==> config.mk <==
export PLATFORM = sky130hd
export DESIGN_NAME = adc_blkfifo
export DESIGN_NICKNAME = d
export VERILOG_FILES = /design/src/rtl/adc_blkfifo_pkg.sv /design/src/rtl/adc_fifo_store.sv /design/src/rtl/adc_blk_req.sv /design/src/rtl/adc_blkfifo.sv
export SDC_FILE = /design/constraint.sdc
export NUM_CORES = 1
export LEC_CHECK = 0
export BUFFER_PORTS_ARGS = -buffer_cell sky130_fd_sc_hd__buf_2
export CORE_UTILIZATION = 39
export CTS_CLUSTER_DIAMETER = 40
export CTS_CLUSTER_SIZE = 28
export DETAILED_ROUTE_END_ITERATION = 7
export GPL_ROUTABILITY_DRIVEN = 0
export PLACE_DENSITY = 0.64
export SYNTH_ARGS = -nofsm -noshare
export SYNTH_HDL_FRONTEND = slang
export SYNTH_HIERARCHICAL = 1
export SYNTH_SLANG_ARGS = --single-unit
==> constraint.sdc <==
create_clock -name clk -period 3.8 [get_ports clk]
set_clock_uncertainty 0.05 [all_clocks]
set_input_delay 0.38 -clock clk [delete_from_list [all_inputs] [get_ports clk]]
set_output_delay 0.38 -clock clk [all_outputs]
set_load 0.02 [all_outputs]
==> src/rtl/adc_blkfifo_pkg.sv <==
package adc_blkfifo_pkg;
  localparam int RES_W     = 12;
  localparam int WORD_W    = 32;
  localparam int EMPTY_BIT = 31;
  localparam int OVF_BIT   = 30;

  // Build the read word: flags in the top bits, result low, zero elsewhere
  function automatic logic [WORD_W-1:0] pack_word(input logic is_empty,
                                                  input logic ovf_flag,
                                                  input logic [RES_W-1:0] res);
    logic [WORD_W-1:0] w;
    w            = '0;
    w[EMPTY_BIT] = is_empty;
    w[OVF_BIT]   = ovf_flag;
    if (!is_empty) w[RES_W-1:0] = res;
    return w;
  endfunction
endpackage

==> src/rtl/adc_fifo_store.sv <==
module adc_fifo_store #(
  parameter int DATA_W = 12,
  parameter int DEPTH  = 64,
  localparam int AW    = $clog2(DEPTH),
  localparam int LVL_W = $clog2(DEPTH + 1)
) (
  input  logic              clk,
  input  logic              rst,
  input  logic              push,
  input  logic              pop,
  input  logic [DATA_W-1:0] din,
  output logic [DATA_W-1:0] dout,
  output logic [LVL_W-1:0]  level,
  output logic              empty,
  output logic              full
);
  logic [DATA_W-1:0] mem [DEPTH];
  logic [AW-1:0]     wptr, rptr;
  logic [LVL_W-1:0]  level_nx;

  function automatic logic [AW-1:0] bump(input logic [AW-1:0] p);
    return (p == AW'(DEPTH - 1)) ? '0 : p + AW'(1);
  endfunction

  // Memory with registered read and no reset, so it can map to block RAM
  always_ff @(posedge clk) begin
    if (push) mem[wptr] <= din;
    if (pop)  dout      <= mem[rptr];
  end

  always_comb begin
    level_nx = level;
    if (push && !pop)      level_nx = level + LVL_W'(1);
    else if (pop && !push) level_nx = level - LVL_W'(1);
  end

  always_ff @(posedge clk) begin
    if (rst) begin
      wptr  <= '0;
      rptr  <= '0;
      level <= '0;
      empty <= 1'b1;
      full  <= 1'b0;
    end else begin
      if (push) wptr <= bump(wptr);
      if (pop)  rptr <= bump(rptr);
      level <= level_nx;
      empty <= (level_nx == '0);
      full  <= (level_nx == LVL_W'(DEPTH));
    end
  end
endmodule

==> src/rtl/adc_blk_req.sv <==
module adc_blk_req #(
  parameter int LVL_W  = 7,
  parameter int PEND_W = 12
) (
  input  logic             clk,
  input  logic             rst,
  input  logic             wr_acc,
  input  logic [LVL_W-1:0] blk_size,
  output logic             dma_req
);
  logic [LVL_W-1:0]  cnt;
  logic [PEND_W-1:0] pend;
  logic              blk_done, issue;

  assign blk_done = wr_acc && (blk_size != '0) &&
                    (({1'b0, cnt} + (LVL_W + 1)'(1)) >= {1'b0, blk_size});
  // A request waits one cycle after each pulse so pulses stay separate
  assign issue    = (pend != '0) && !dma_req;

  always_ff @(posedge clk) begin
    if (rst) begin
      cnt     <= '0;
      pend    <= '0;
      dma_req <= 1'b0;
    end else begin
      if (blk_size == '0)  cnt <= '0;
      else if (blk_done)   cnt <= '0;
      else if (wr_acc)     cnt <= cnt + LVL_W'(1);
      pend    <= pend + PEND_W'(blk_done) - PEND_W'(issue);
      dma_req <= issue;
    end
  end
endmodule

==> src/rtl/adc_blkfifo.sv <==
module adc_blkfifo
  import adc_blkfifo_pkg::*;
#(
  parameter int DEPTH  = 64,
  parameter int PEND_W = 12,
  localparam int LVL_W = $clog2(DEPTH + 1)
) (
  input  logic              clk,
  input  logic              rst,
  input  logic [LVL_W-1:0]  blk_size,
  input  logic              ovf_clr,
  input  logic              wr_en,
  input  logic [RES_W-1:0]  wr_res,
  input  logic              rd_en,
  output logic [WORD_W-1:0] rd_word,
  output logic              dma_req,
  output logic [LVL_W-1:0]  level,
  output logic              empty,
  output logic              full,
  output logic              ovf
);
  logic             wr_acc, rd_acc;
  logic [RES_W-1:0] rd_res;
  logic             rd_empty_q, rd_ovf_q;

  // A read in the same cycle frees a slot, so a write to a full store is taken
  assign wr_acc = wr_en && (!full || rd_en);
  assign rd_acc = rd_en && !empty;

  adc_fifo_store #(.DATA_W(RES_W), .DEPTH(DEPTH)) u_store (
    .clk(clk), .rst(rst), .push(wr_acc), .pop(rd_acc), .din(wr_res),
    .dout(rd_res), .level(level), .empty(empty), .full(full)
  );

  adc_blk_req #(.LVL_W(LVL_W), .PEND_W(PEND_W)) u_req (
    .clk(clk), .rst(rst), .wr_acc(wr_acc), .blk_size(blk_size), .dma_req(dma_req)
  );

  always_ff @(posedge clk) begin
    if (rst) begin
      ovf        <= 1'b0;
      rd_empty_q <= 1'b1;
      rd_ovf_q   <= 1'b0;
    end else begin
      if (wr_en && !wr_acc) ovf <= 1'b1;
      else if (ovf_clr)     ovf <= 1'b0;
      if (rd_en) begin
        rd_empty_q <= empty;
        rd_ovf_q   <= ovf;
      end
    end
  end

  assign rd_word = pack_word(rd_empty_q, rd_ovf_q, rd_res);
endmodule

==> impl_metrics.tcl <==
set metrics [dict create \
    p_per_area_mw_per_mm2 570 \
    synth_top_area_share_pct 71.1 \
    io_buffers 48 \
    ir_drop_v 0.000335 \
    setup_viol 0 \
    synth_area_per_cell_sq_um 19.3 \
    die_w_um 293 \
    worstMarginPinSlew_ps 1290 \
    synth.area.top_cells "edfxtp_1 (71%), mux4_2 (11%), dfxtp_1 (2.7%), mux2i_1 (1.5%), nor2_1 (1.4%)" \
    num_rows 106 \
    antenna_left 0 \
    crit_fanout 3 \
    cp_num_buf_inv 1 \
    num_vias 16913 \
    ctsRootBufferMaster "clkbuf_16" \
    min_period_over_period_pct 98.3 \
    tritoncts "built" \
    yosysTopAreaCell "edfxtp_1" \
    synth-main-ff-cell "edfxtp_1" \
    yosysUniqueCellTypes 73 \
    wirelength_met1_um 31900 \
    syn_inst 1711 \
    overflow 0 \
    async_flop_share_pct 0 \
    fin_crit_ps 3740 \
    place_area_sq_mm 0.0350 \
    die_area_sq_mm 0.0857 \
    mappedNetlistArea_sq_mm 0.0330 \
    n_fill_cell 6959 \
    antenna_found_initial 2 \
    fp.coreArea_sq_mm 0.0837 \
    boundaryPins 67 \
    slew_violations 0 \
    clock_sinks 824 \
    clock_path_buffers 3 \
    worstSetupPathType "register to register" \
    nNetsFinal 1941 \
    hold_viol 0 \
    htree_levels 3 \
    max_stage_delay_ps 360 \
    drc 0 \
    cp.arrival_ps 4210 \
    critPathTopFamily "adder cells" \
    yosysMostFrequentCell "edfxtp_1" \
    dr_wl_met2_um 36600 \
    dr.pass1.iters 5 \
    yosysWarnings 6 \
    synth-seq-area-share_pct 73.7 \
    max_slew_margin_pct 13.7 \
    grt_pass1_wl_um 112000 \
    final_layout_size_suffix_gt1_share_pct 28.4 \
    numCtsBuffers 95 \
    rsz0062_at_grt "true" \
    status "complete, no violations" \
    max_freq_ghz 0.268 \
    synth-seq-cells 824 \
    critPathLaunchType "register" \
    final_cells 3103 \
    diodes 0 \
    grt_pass1_vias 16917 \
    dp_slack_ps -214 \
    track_usage_pct 17.7 \
    cp-end-kind "register" \
    ys_top_cells_by_count "edfxtp_1 (780), mux4_2 (166), nor2_1 (122)" \
    grt_max_degree 65 \
    die_y_um 293 \
    crit_slowest_cell "ha_1" \
    start_util_pct 39.4 \
    areaGrowthSynthToFinish_pct 16.9 \
    path_clk_slew_ps 60 \
    hpwl_um 46500 \
    dp.cells 2914 \
    p_leak_uw 0.0123 \
    path_cells "ha_4, and3_4, and3_4, xor2_1, ha_1, o2111a_1, o31ai_4, nand2_1, nand3b_1, ha_1, inv_2, ha_4, fa_2, a211o_1, a31oi_4, o21bai_1, xnor2_1, nor2_1" \
    dr_wl_met3_um 5050 \
    top_layer_used "met4" \
    drt_iter0_markers 1631 \
    hold_class "input port to register" \
    viasPerCell 5.45 \
    synth_edf_count 780 \
    finalWorstSetupSlack_ps 64.7 \
    cap_violations 0 \
    clock_latency_ps 640 \
    wl_per_cell_um 24.4 \
    required_ps 4270 \
    final_area_sq_mm 0.0385 \
    wirelength_um 75600 \
]
path summary, 6_finish.rpt:
check	from	slack [ps]	end	depth (start not counted)
setup / recovery	u_req/cnt[1]$_SDFFE_PP0P_	60	u_req/pend[6]$_SDFF_PP0_	18
hold / removal	rst	70	u_store/wptr[4]$_SDFFE_PP0P_	2
setup reg to reg	u_req/cnt[1]$_SDFFE_PP0P_	60	u_req/pend[6]$_SDFF_PP0_	18
hold reg to reg	rd_ovf_q$_SDFFE_PP0P_	460	rd_ovf_q$_SDFFE_PP0P_	2
flip-flops by register name, indices dropped and copies added (netlist names):
signal and count:
u_store/rptr 6, rd_empty_q 1, u_req/cnt 7, rd_ovf_q 1, u_store/empty 1, u_store/mem 768, ovf 1, u_req/pend 12
u_store/wptr 6, u_store/level 7, u_req/dma_req 1, u_store/full 1, u_store/dout 12
stage by stage:
step / setup TNS (ps) / util, % / power [uW] / hold slack (ps)
final: 0 / 46.1 / 22000 / 72.9
after global routing: -342 / 46.1 / 22700 / 81.7
after CTS: 0 / 46.0 / 22100 / 45.1
after detailed placement: -507 / 41.9 / 12700 / 439
after global placement: -142 / 41.9 / 12600 / 421
after floorplan: 0 / - / 12000 / 399
metal layers:
metal	vias to the layer above	GRT usage, %
met4	0	5.86
met2	616	28.4
li1	7311	-
met5	-	0
met1	8872	24.7
met3	114	2.97
timing repair:
item / CTS / global route
resized for setup: 12 / 9
endpoints found under the hold margin: 4 / 0
hold buffers: 4 / 0
setup endpoints to repair: 4 / 6
buffers inserted: 2 / 4
pin swaps: 8 / 15
cell usage in the layout, fill, tap and decap left out, types with 14 or more instances in the layout:
cell type / netlist / final
mux4_2: 166 / 166
buf_4: 26 / 112
nor2_1: 122 / 122
inv_6: 0 / 15
o22ai_1: 33 / 33
o21ai_0: 19 / 18
xor2_1: 19 / 19
a22oi_1: 14 / 14
nor2b_1: 22 / 22
clkbuf_16: 0 / 99
mux2i_1: 49 / 49
buf_2: 22 / 48
mux2_2: 17 / 17
ha_1: 29 / 27
dfxtp_1: 44 / 39
a211oi_1: 15 / 15
conb_1: 1 / 18
nand2_1: 45 / 45
nor3_1: 16 / 15
edfxtp_1: 780 / 780
inv_1: 27 / 26
cells by family (layout without fill, tap and decap cells):
group | count (synthesis) | after routing | share of synthesized area [%]
DFF | 824 | 824 | 73.7
and+or+nand+nor | 285 | 285 | 4.27
muxes | 243 | 243 | 14.2
AOI/OAI and AO/OA | 160 | 160 | 3.56
buffers and inverters | 136 | 377 | 2.19
xor gates and xnor gates | 32 | 32 | 0.850
adders and majority gates | 30 | 30 | 1.16
other | 1 | 18 | 0.0114
power breakdown:
group / internal (uW) / switching [uW] / total, uW
logic: 1100 / 1310 / 2410
clock network: 5440 / 3900 / 9350
registers: 10100 / 125 / 10200
area by class of cell:
| cell class | count | area [sq um] | area share (%) |
|---|---|---|---|
| clock buffer | 106 | 2520 | 6.55 |
| clock inverter | 73 | 820 | 2.13 |
| inverter | 27 | 101 | 0.263 |
| multi-input combinational | 768 | 8120 | 21.1 |
| sequential | 824 | 24300 | 63.1 |
| tap | 1134 | 1420 | 3.68 |
| timing repair buffer | 171 | 1250 | 3.25 |
No activity file was read; power rests on OpenSTA's default activity.
